## src/rtl/gpio_port_pkg.sv

```systemverilog
package gpio_port_pkg;
  typedef enum logic {
    SEL_DATA = 1'b0,
    SEL_MODE = 1'b1
  } reg_sel_e;

  localparam int GROUP_W = 4;
  localparam int OD_BIT  = 2;
  localparam int DIR_LSB = 5;
endpackage

```

## src/rtl/gpio_port_regs.sv

```systemverilog
module gpio_port_regs
  import gpio_port_pkg::*;
#(
  parameter int WIDTH = 8,
  parameter int NGRP  = WIDTH / GROUP_W
) (
  input  logic             clk,
  input  logic             rst,
  input  logic             stop_recover,
  input  logic             we,
  input  reg_sel_e         sel,
  input  logic [WIDTH-1:0] wdata,
  output logic [WIDTH-1:0] data_q,
  output logic [WIDTH-1:0] mode_q
);
  // direction bits set = every group an input
  localparam logic [WIDTH-1:0] DIR_MASK =
    {{(WIDTH-NGRP){1'b0}}, {NGRP{1'b1}}} << DIR_LSB;

  logic             mode_wr;
  logic [WIDTH-1:0] mode_nx;

  assign mode_wr = we && (sel == SEL_MODE);

  always_comb begin
    mode_nx = mode_wr ? wdata : mode_q;
    if (stop_recover) begin
      mode_nx = mode_nx | DIR_MASK;
    end
  end

  always_ff @(posedge clk) begin
    if (rst) begin
      data_q <= '0;
      mode_q <= DIR_MASK;
    end else begin
      if (we && (sel == SEL_DATA)) begin
        data_q <= wdata;
      end
      mode_q <= mode_nx;
    end
  end
endmodule

```

## src/rtl/gpio_port_sync.sv

```systemverilog
module gpio_port_sync #(
  parameter int WIDTH  = 8,
  parameter int STAGES = 2
) (
  input  logic             clk,
  input  logic             rst,
  input  logic [WIDTH-1:0] d,
  output logic [WIDTH-1:0] q
);
  logic [WIDTH-1:0] stage_q [STAGES];

  for (genvar s = 0; s < STAGES; s++) begin : g_stage
    always_ff @(posedge clk) begin
      if (rst) begin
        stage_q[s] <= '0;
      end else begin
        stage_q[s] <= (s == 0) ? d : stage_q[(s == 0) ? 0 : s-1];
      end
    end
  end

  assign q = stage_q[STAGES-1];
endmodule

```

## src/rtl/gpio_port_drive.sv

```systemverilog
module gpio_port_drive
  import gpio_port_pkg::*;
#(
  parameter int WIDTH = 8,
  parameter int NGRP  = WIDTH / GROUP_W
) (
  input  logic             clk,
  input  logic             rst,
  input  logic [WIDTH-1:0] data_q,
  input  logic [NGRP-1:0]  grp_in,      // 1 = group is input
  input  logic             od_sel,
  input  logic             uart_tx_en,
  input  logic             uart_txd,
  input  logic [NGRP-1:0]  pullup_cfg,
  output logic [WIDTH-1:0] pin_is_out,
  output logic [WIDTH-1:0] pad_out,
  output logic [WIDTH-1:0] pad_oe,
  output logic [WIDTH-1:0] pad_od,
  output logic [WIDTH-1:0] pad_pu
);
  logic [WIDTH-1:0] pin_val;
  logic [WIDTH-1:0] out_nx;
  logic [WIDTH-1:0] oe_nx;
  logic [WIDTH-1:0] pu_nx;

  for (genvar i = 0; i < WIDTH; i++) begin : g_pin
    localparam int G = i / GROUP_W;
    if (i == WIDTH-1) begin : g_alt
      assign pin_val[i] = uart_tx_en ? uart_txd : data_q[i];
    end else begin : g_plain
      assign pin_val[i] = data_q[i];
    end
    assign pin_is_out[i] = ~grp_in[G];
    assign pu_nx[i]      = pullup_cfg[G];
    assign out_nx[i]     = od_sel ? 1'b0 : pin_val[i];
    assign oe_nx[i]      = pin_is_out[i] & (od_sel ? ~pin_val[i] : 1'b1);
  end

  always_ff @(posedge clk) begin
    if (rst) begin
      pad_out <= '0;
      pad_oe  <= '0;
      pad_od  <= '0;
      pad_pu  <= '0;
    end else begin
      pad_out <= out_nx;
      pad_oe  <= oe_nx;
      pad_od  <= {WIDTH{od_sel}};
      pad_pu  <= pu_nx;
    end
  end
endmodule

```

## src/rtl/nibble_gpio_port.sv

```systemverilog
module nibble_gpio_port
  import gpio_port_pkg::*;
#(
  parameter int WIDTH       = 8,
  parameter int SYNC_STAGES = 2,
  parameter int NGRP        = WIDTH / GROUP_W
) (
  input  logic             clk,
  input  logic             rst,
  input  logic             stop_recover,
  input  logic             reg_we,
  input  logic             reg_sel,
  input  logic [WIDTH-1:0] reg_wdata,
  output logic [WIDTH-1:0] reg_rdata,
  input  logic             uart_tx_en,
  input  logic             uart_txd,
  input  logic [NGRP-1:0]  pullup_cfg,
  input  logic [WIDTH-1:0] pad_in,
  output logic [WIDTH-1:0] pad_out,
  output logic [WIDTH-1:0] pad_oe,
  output logic [WIDTH-1:0] pad_od,
  output logic [WIDTH-1:0] pad_pu
);
  reg_sel_e         sel;
  logic [WIDTH-1:0] data_q;
  logic [WIDTH-1:0] mode_q;
  logic [WIDTH-1:0] sync_q;
  logic [WIDTH-1:0] pin_is_out;
  logic [WIDTH-1:0] port_rd;

  assign sel = reg_sel_e'(reg_sel);

  gpio_port_regs #(.WIDTH(WIDTH), .NGRP(NGRP)) u_regs (
    .clk          (clk),
    .rst          (rst),
    .stop_recover (stop_recover),
    .we           (reg_we),
    .sel          (sel),
    .wdata        (reg_wdata),
    .data_q       (data_q),
    .mode_q       (mode_q)
  );

  gpio_port_sync #(.WIDTH(WIDTH), .STAGES(SYNC_STAGES)) u_sync (
    .clk (clk),
    .rst (rst),
    .d   (pad_in),
    .q   (sync_q)
  );

  gpio_port_drive #(.WIDTH(WIDTH), .NGRP(NGRP)) u_drive (
    .clk        (clk),
    .rst        (rst),
    .data_q     (data_q),
    .grp_in     (mode_q[DIR_LSB +: NGRP]),
    .od_sel     (mode_q[OD_BIT]),
    .uart_tx_en (uart_tx_en),
    .uart_txd   (uart_txd),
    .pullup_cfg (pullup_cfg),
    .pin_is_out (pin_is_out),
    .pad_out    (pad_out),
    .pad_oe     (pad_oe),
    .pad_od     (pad_od),
    .pad_pu     (pad_pu)
  );

  for (genvar i = 0; i < WIDTH; i++) begin : g_rd
    assign port_rd[i] = pin_is_out[i] ? data_q[i] : sync_q[i];
  end

  assign reg_rdata = (sel == SEL_MODE) ? mode_q : port_rd;
endmodule

```

## config.mk

```make
export PLATFORM = sky130hd
export DESIGN_NAME = nibble_gpio_port
export DESIGN_NICKNAME = d
export VERILOG_FILES = /design/src/rtl/gpio_port_pkg.sv /design/src/rtl/gpio_port_regs.sv /design/src/rtl/gpio_port_sync.sv /design/src/rtl/gpio_port_drive.sv /design/src/rtl/nibble_gpio_port.sv
export SDC_FILE = /design/constraint.sdc
export NUM_CORES = 1
export LEC_CHECK = 0
export BUFFER_PORTS_ARGS = -buffer_cell sky130_fd_sc_hd__clkbuf_2
export CAP_MARGIN = 20
export CORE_ASPECT_RATIO = 1.5
export CORE_MARGIN = 1
export CORE_UTILIZATION = 46
export DETAILED_ROUTE_END_ITERATION = 12
export PLACE_DENSITY = 0.81
export SLEW_MARGIN = 20
export SYNTH_ARGS = -nofsm -noshare
export SYNTH_HDL_FRONTEND = slang
export SYNTH_SLANG_ARGS = --single-unit
```

## constraint.sdc

```tcl
create_clock -name clk -period 1.5 [get_ports clk]
set_input_delay 0.075 -clock clk [delete_from_list [all_inputs] [get_ports clk]]
set_output_delay 0.075 -clock clk [all_outputs]
set_load 0.005 [all_outputs]
```

==> flow_summary.ini, run 1 <==
[clock_tree]
cts_tree = yes
postCtsHoldBufs = 13
h-tree-depth = 2
clock_path_buffers = 2
cts_resized = 0
clkTransAtPathRegs_ns = 0.09
root_buffer = clkbuf_8
clkLatencyLatePin_ns = 0.30
cts_setup_buffers = 0
numCtsBuffers = 5
clock-sinks = 51

[layout]
fin_util = 0.615
nFillCells = 350
final_area_sq_mm = 0.00229
area_delta_synth_final_pct = 26.8
diodes = 0
final_nets = 280
layout-drive-gt1-share = 0.301
stdcell_count = 299

[timing]
tightest_slew_ns = 0.416
hold_viol_final = 0
fmax_mhz = 730
finalSetupTns_ns = 0
finalClockSkew_ns = 0.0101
post-route-period-util = 0.914
slew_headroom = 0.722
maxSlewViolCount = 0
setup_viol = 0
rsz0062_at_grt = false
finalCriticalPeriod_ns = 1.37

[synth]
synth_fp_nets = 217
yosys_warnings = 0
netlist_area_sq_mm = 0.00180
yosys_register_bits = 51
synthCells = 192
yosysMostFrequentCell = dfxtp_1
synth-seq-area-share = 0.566
synthTopCellsByArea = dfxtp_1 57%, nand2_1 8.3%, buf_4 7.1%
syn_area_per_cell_sq_um = 9.39
yosysTopAreaCellShare = 0.566
synth_edf_count = 0
synth_flop_cell = dfxtp_1
synth_cell_types = 17
synth_area_leader_cell = dfxtp_1
async_flop_share = 0
synthTopCellsByCount = 51 x dfxtp_1, 40 x nand2_1, 22 x a21oi_1

[hold_path]
min_path_type = in -> reg

[worst_setup_path]
crit_family = flip-flops
worst-path-buf-inv = 1
worstSetupPathType = reg -> out
slowest_delay_ns = 0.53
cp_slowest_cell = dfxtp_1
critPathCaptureType = output pin
cp-start-kind = register
crit_arrival_ns = 1.30
cp_cell_sequence = mux2i_1 > o21ai_0 > clkbuf_2
crit_required_ns = 1.42
path_max_fanout = 7

[floorplanning]
coreArea_sq_mm = 0.00372
rows = 27
initial_core_util = 0.485
die_x_um = 53.1
dieArea_sq_mm = 0.00418
ios = 65
die_y_um = 78.7

[detailed_routing]
drc = 0
wl_per_cell_um = 11.1
ant_nets = 0
vias_per_cell = 4.58
firstDrtPassIters = 4
drt-total-wl_um = 3320
vias = 1370
drt_iter0_markers = 26

[power_and_ir_drop]
leakagePower_uw = 0.00111
powerDensity_mw_per_mm2 = 1130
finalPower_uw = 2580
peakVddDrop_v = 0.000893

[placed_design]
portBuffers = 64
gp_congestion = 0.825
place_hpwl_um = 2360
postPlaceCellArea_sq_mm = 0.00204
dp.cells = 278

[grt]
grt_first_pass_wirelength_um = 5440
grt_max_degree = 21
grt_pass1_vias = 1286
antenna_found_initial = 0
grtUsageTotal = 0.179
grt.overflow.total = 0

[outcome]
status = finished, final reports clean

[job]
drv_cap = 0
==> cell usage in the layout (no fill, tap or decap) <==
cell and n:
dfxtp_1 51, clkbuf_8 5, clkbuf_2 64, nand2b_1 2, bufinv_16 1, or2_1 2
a21oi_1 22, nand2_1 40, and2_1 9, dlygate4sd3_1 13, clkinv_2 1, mux2i_1 7
buf_4 4, and2b_1 6, nand3_1 2, nor2_1 2, nor2b_1 14, clkinv_4 1
o21ai_0 9, mux2_2 1
==> logic make-up after synthesis <==
family	count (synthesis)	share of synthesized area
compound gates	31	0.0861
mux	8	0.0451
buf+inv	25	0.0909
simple gates	77	0.212
flops	51	0.566
==> through the flow <==
step,worst slack (ns),hold WS (ns)
after global placement,0.462,0.283
after floorplan,0.641,0.188
after CTS,0.116,0.000552
final,0.129,0.00427
after global routing,0.0205,0.00110
after detailed placement,0.445,0.285
==> worst paths after layout <==
check                             from              endpoint  slack, ns  cells after the start
setup / recovery      u_regs.mode_q[5]          reg_rdata[0]       0.13                      3
hold / removal            reg_wdata[0]      u_regs.mode_q[0]      0.004                      3
setup reg to reg      u_regs.mode_q[5]      u_regs.mode_q[5]       0.20                      3
hold reg to reg   u_sync.stage_q[0][0]  u_sync.stage_q[1][0]       0.44                      1
==> power breakdown <==
part / internal [uW] / switching, uW
Sequential: 1410 / 28.6
Clock: 496 / 426
Combinational: 119 / 104
Total: 2020 / 559
==> flip-flops by register name, indices dropped and copies added, names as in the netlist <==
signal and cells:
u_drive.pad_oe 8, u_regs.mode_q 8, u_sync.stage_q 16, u_drive.pad_od 1, u_regs.data_q 8, u_drive.pad_out 8, u_drive.pad_pu 2
==> tightest hold or removal path, delay by kind of cell <==
kind | cells | cell delay, ns
simple gates | 1 | 0.05
compound gates | 1 | 0.05
buf+inv | 1 | 0.09
==> metal layers <==
metal,share of wire,GRT usage
met1,0.39,0.184
met2,0.53,0.319
met3,0.050,0.0465
met4,0.020,0.0842
met5,0,0
==> final cells by class <==
class,instances,area [sq um],share of cell area
Clock inverter,3,43.8,0.0192
Sequential cell,51,1020,0.447
Timing Repair Buffer,81,480,0.210
Clock buffer,5,68.8,0.0301
Multi-Input combinational cell,116,618,0.270
Tap cell,43,53.8,0.0235
Power figures use the tool's default switching activity.
==> run 2: changes to the inputs <==
Settings changed: ABC_AREA from default to 1, PLACE_DENSITY 0.81 to 0.8.
Clock period 1.5 ns to 1.3 ns, I/O delays scaled along.
==> flow_summary.ini, run 2 <==
[job]
drv_cap = 0

[detailed_routing]
drt-total-wl_um = 3940
wl_per_cell_um = 10.7
vias = 1676
drc = 0
ant_nets = 0
drt_iter0_markers = 21
firstDrtPassIters = 4
vias_per_cell = 4.55

[hold_path]
min_path_type = in -> reg
hold_depth = 3
min-delay-start = stop_recover

[clock_tree]
cts_tree = yes
clkLatencyLatePin_ns = 0.30
numCtsBuffers = 5
cts_setup_buffers = 0
root_buffer = clkbuf_8
clock_path_buffers = 2
h-tree-depth = 2
clkTransAtPathRegs_ns = 0.09
clock-sinks = 51

[worst_setup_path]
crit_required_ns = 1.24
timing.rr.start = u_regs.mode_q[2]
slowest_delay_ns = 0.37
cp-start-kind = register
cp_slowest_cell = dfxtp_2
path_max_fanout = 8
startpoint = u_regs.mode_q[6]
critPathCaptureType = output pin
worstSetupPathType = reg -> out
r2r_cells = 3
crit_arrival_ns = 1.16
cp_cell_sequence = or2_2 > nand3_1 > nand2_1 > clkbuf_2

[grt]
grt_use_met3 = 0.0457
grtUsageTotal = 0.185
gr-max-usage-layer = met2
grt_max_degree = 22
use_met2 = 0.343
met1_usage = 0.194
grt_first_pass_wirelength_um = 6500
antenna_found_initial = 0
grt_pass1_vias = 1528
grt.overflow.total = 0

[synth]
synth_cell_types = 16
synth_edf_count = 0
synthTopCellsByArea = dfxtp_1 52%, nor2_1 11%, inv_1 9.6%
async_flop_share = 0
synthTopCellsByCount = 57 x nor2_1, 51 x dfxtp_1, 50 x inv_1
syn_area_per_cell_sq_um = 7.57
yosysMostFrequentCell = nor2_1
yosys_warnings = 0
synth-seq-area-share = 0.523
netlist_area_sq_mm = 0.00195
synth_area_leader_cell = dfxtp_1
synth_flop_cell = dfxtp_1
yosysTopAreaCellShare = 0.523
synth_fp_nets = 283
synthCells = 258
yosys_register_bits = 51

[timing]
tightest_slew_ns = 0.276
finalCriticalPeriod_ns = 1.23
post-route-period-util = 0.945
hold_viol_final = 0
slew_headroom = 0.816
rsz0062_at_grt = false
maxSlewViolCount = 0
finalSetupTns_ns = 0
finalClockSkew_ns = 0.00920
fmax_mhz = 814
setup_viol = 0

[floorplanning]
coreArea_sq_mm = 0.00399
die_y_um = 81.8
initial_core_util = 0.489
ios = 65
dieArea_sq_mm = 0.00452
die_x_um = 55.2
rows = 28

[placed_design]
place_hpwl_um = 2850
portBuffers = 64
gp_congestion = 0.836

[layout]
largest_register_ffs = 16
final_nets = 347
mostFrequentLayoutCell = clkbuf_2
nFillCells = 390
regMostFlops = u_sync.stage_q
layout-drive-gt1-share = 0.248
fin_util = 0.600
mostFrequentLayoutCells = 64 x clkbuf_2, 57 x nor2_1, 49 x inv_1, 49 x dfxtp_1, 41 x nand2_1
area_delta_synth_final_pct = 22.7
diodes = 0

[power_and_ir_drop]
peakVddDrop_v = 0.000741
leakagePower_uw = 0.00133
powerDensity_mw_per_mm2 = 1190

[outcome]
status = finished, final reports clean
[run 2: cell count changes in the layout (fill, tap and decap cells not counted), sizes merged, moves of 7 or more]
| cell | before | now |
|---|---|---|
| a21oi | 22 | 2 |
| and2 | 9 | 0 |
| inv | 0 | 49 |
| mux2i | 7 | 0 |
| nand3 | 2 | 10 |
| nor2 | 2 | 58 |
| nor2b | 14 | 0 |
[run 2: cell type report]
type,count,area [sq um],area share
clock inverters,1,5.00,0.00209
multi-input cells,136,588,0.245
well taps,45,56.3,0.0235
repair buffers,78,453,0.189
clock buffers,7,76.3,0.0319
inverters,50,191,0.0799
flip-flops and latches,51,1030,0.428
[run 2: worst paths after layout]
path,endpoint,slack (ns)
min reg2reg,u_sync.stage_q[1][5],0.41
max,reg_rdata[7],0.07
max reg2reg,u_drive.pad_out[7],0.44
min,u_regs.mode_q[5],0.005
[run 2: logic make-up after synthesis]
kind of cell	synth area share
compound gates	0.0487
buf+inv	0.177
flops	0.523
simple gates	0.251
[run 2: what timing repair did]
action                                  4_1_cts  5_1_grt
hold buffers                                 11        0
endpoints found under the setup margin        0       15
resized for setup                             0        5
hold endpoints to repair                     11        0
[run 2: power by group]
group / total, uW / internal [uW] / leakage (uW) / switching (uW)
Clock: 854 / 378 / 0.0000422 / 476
Sequential: 1670 / 1630 / 0.000419 / 35.2
Combinational: 338 / 154 / 0.000867 / 185
Total: 2860 / 2170 / 0.00133 / 696
[run 2: per-layer routing]
metal	up-vias	part of all wire
li1	869	-
met1	750	0.39
met2	51	0.55
met3	6	0.048
met4	0	0.014
met5	-	0
[run 2: critical path, delay by kind of cell (launching register included)]
family	cells	cell delay, ns
buffers and inverters	1	0.10
and+or+nand+nor	3	0.40
DFF	1	0.37
[run 2: through the flow]
stage               hold slack (ns)  setup slack (ns)  instance area [sq um]  total power, uW  std cells
floorplan                     0.172             0.507                   1950             1910        258
global placement              0.258             0.339                   2190             2010        349
detailed placement            0.264             0.314                   2190             2020        349
CTS                        0.000812            0.0204                   2380             2880        368
global route                0.00496           0.00381                   2400             3010        368
finish                      0.00474            0.0715                   2400             2860        368
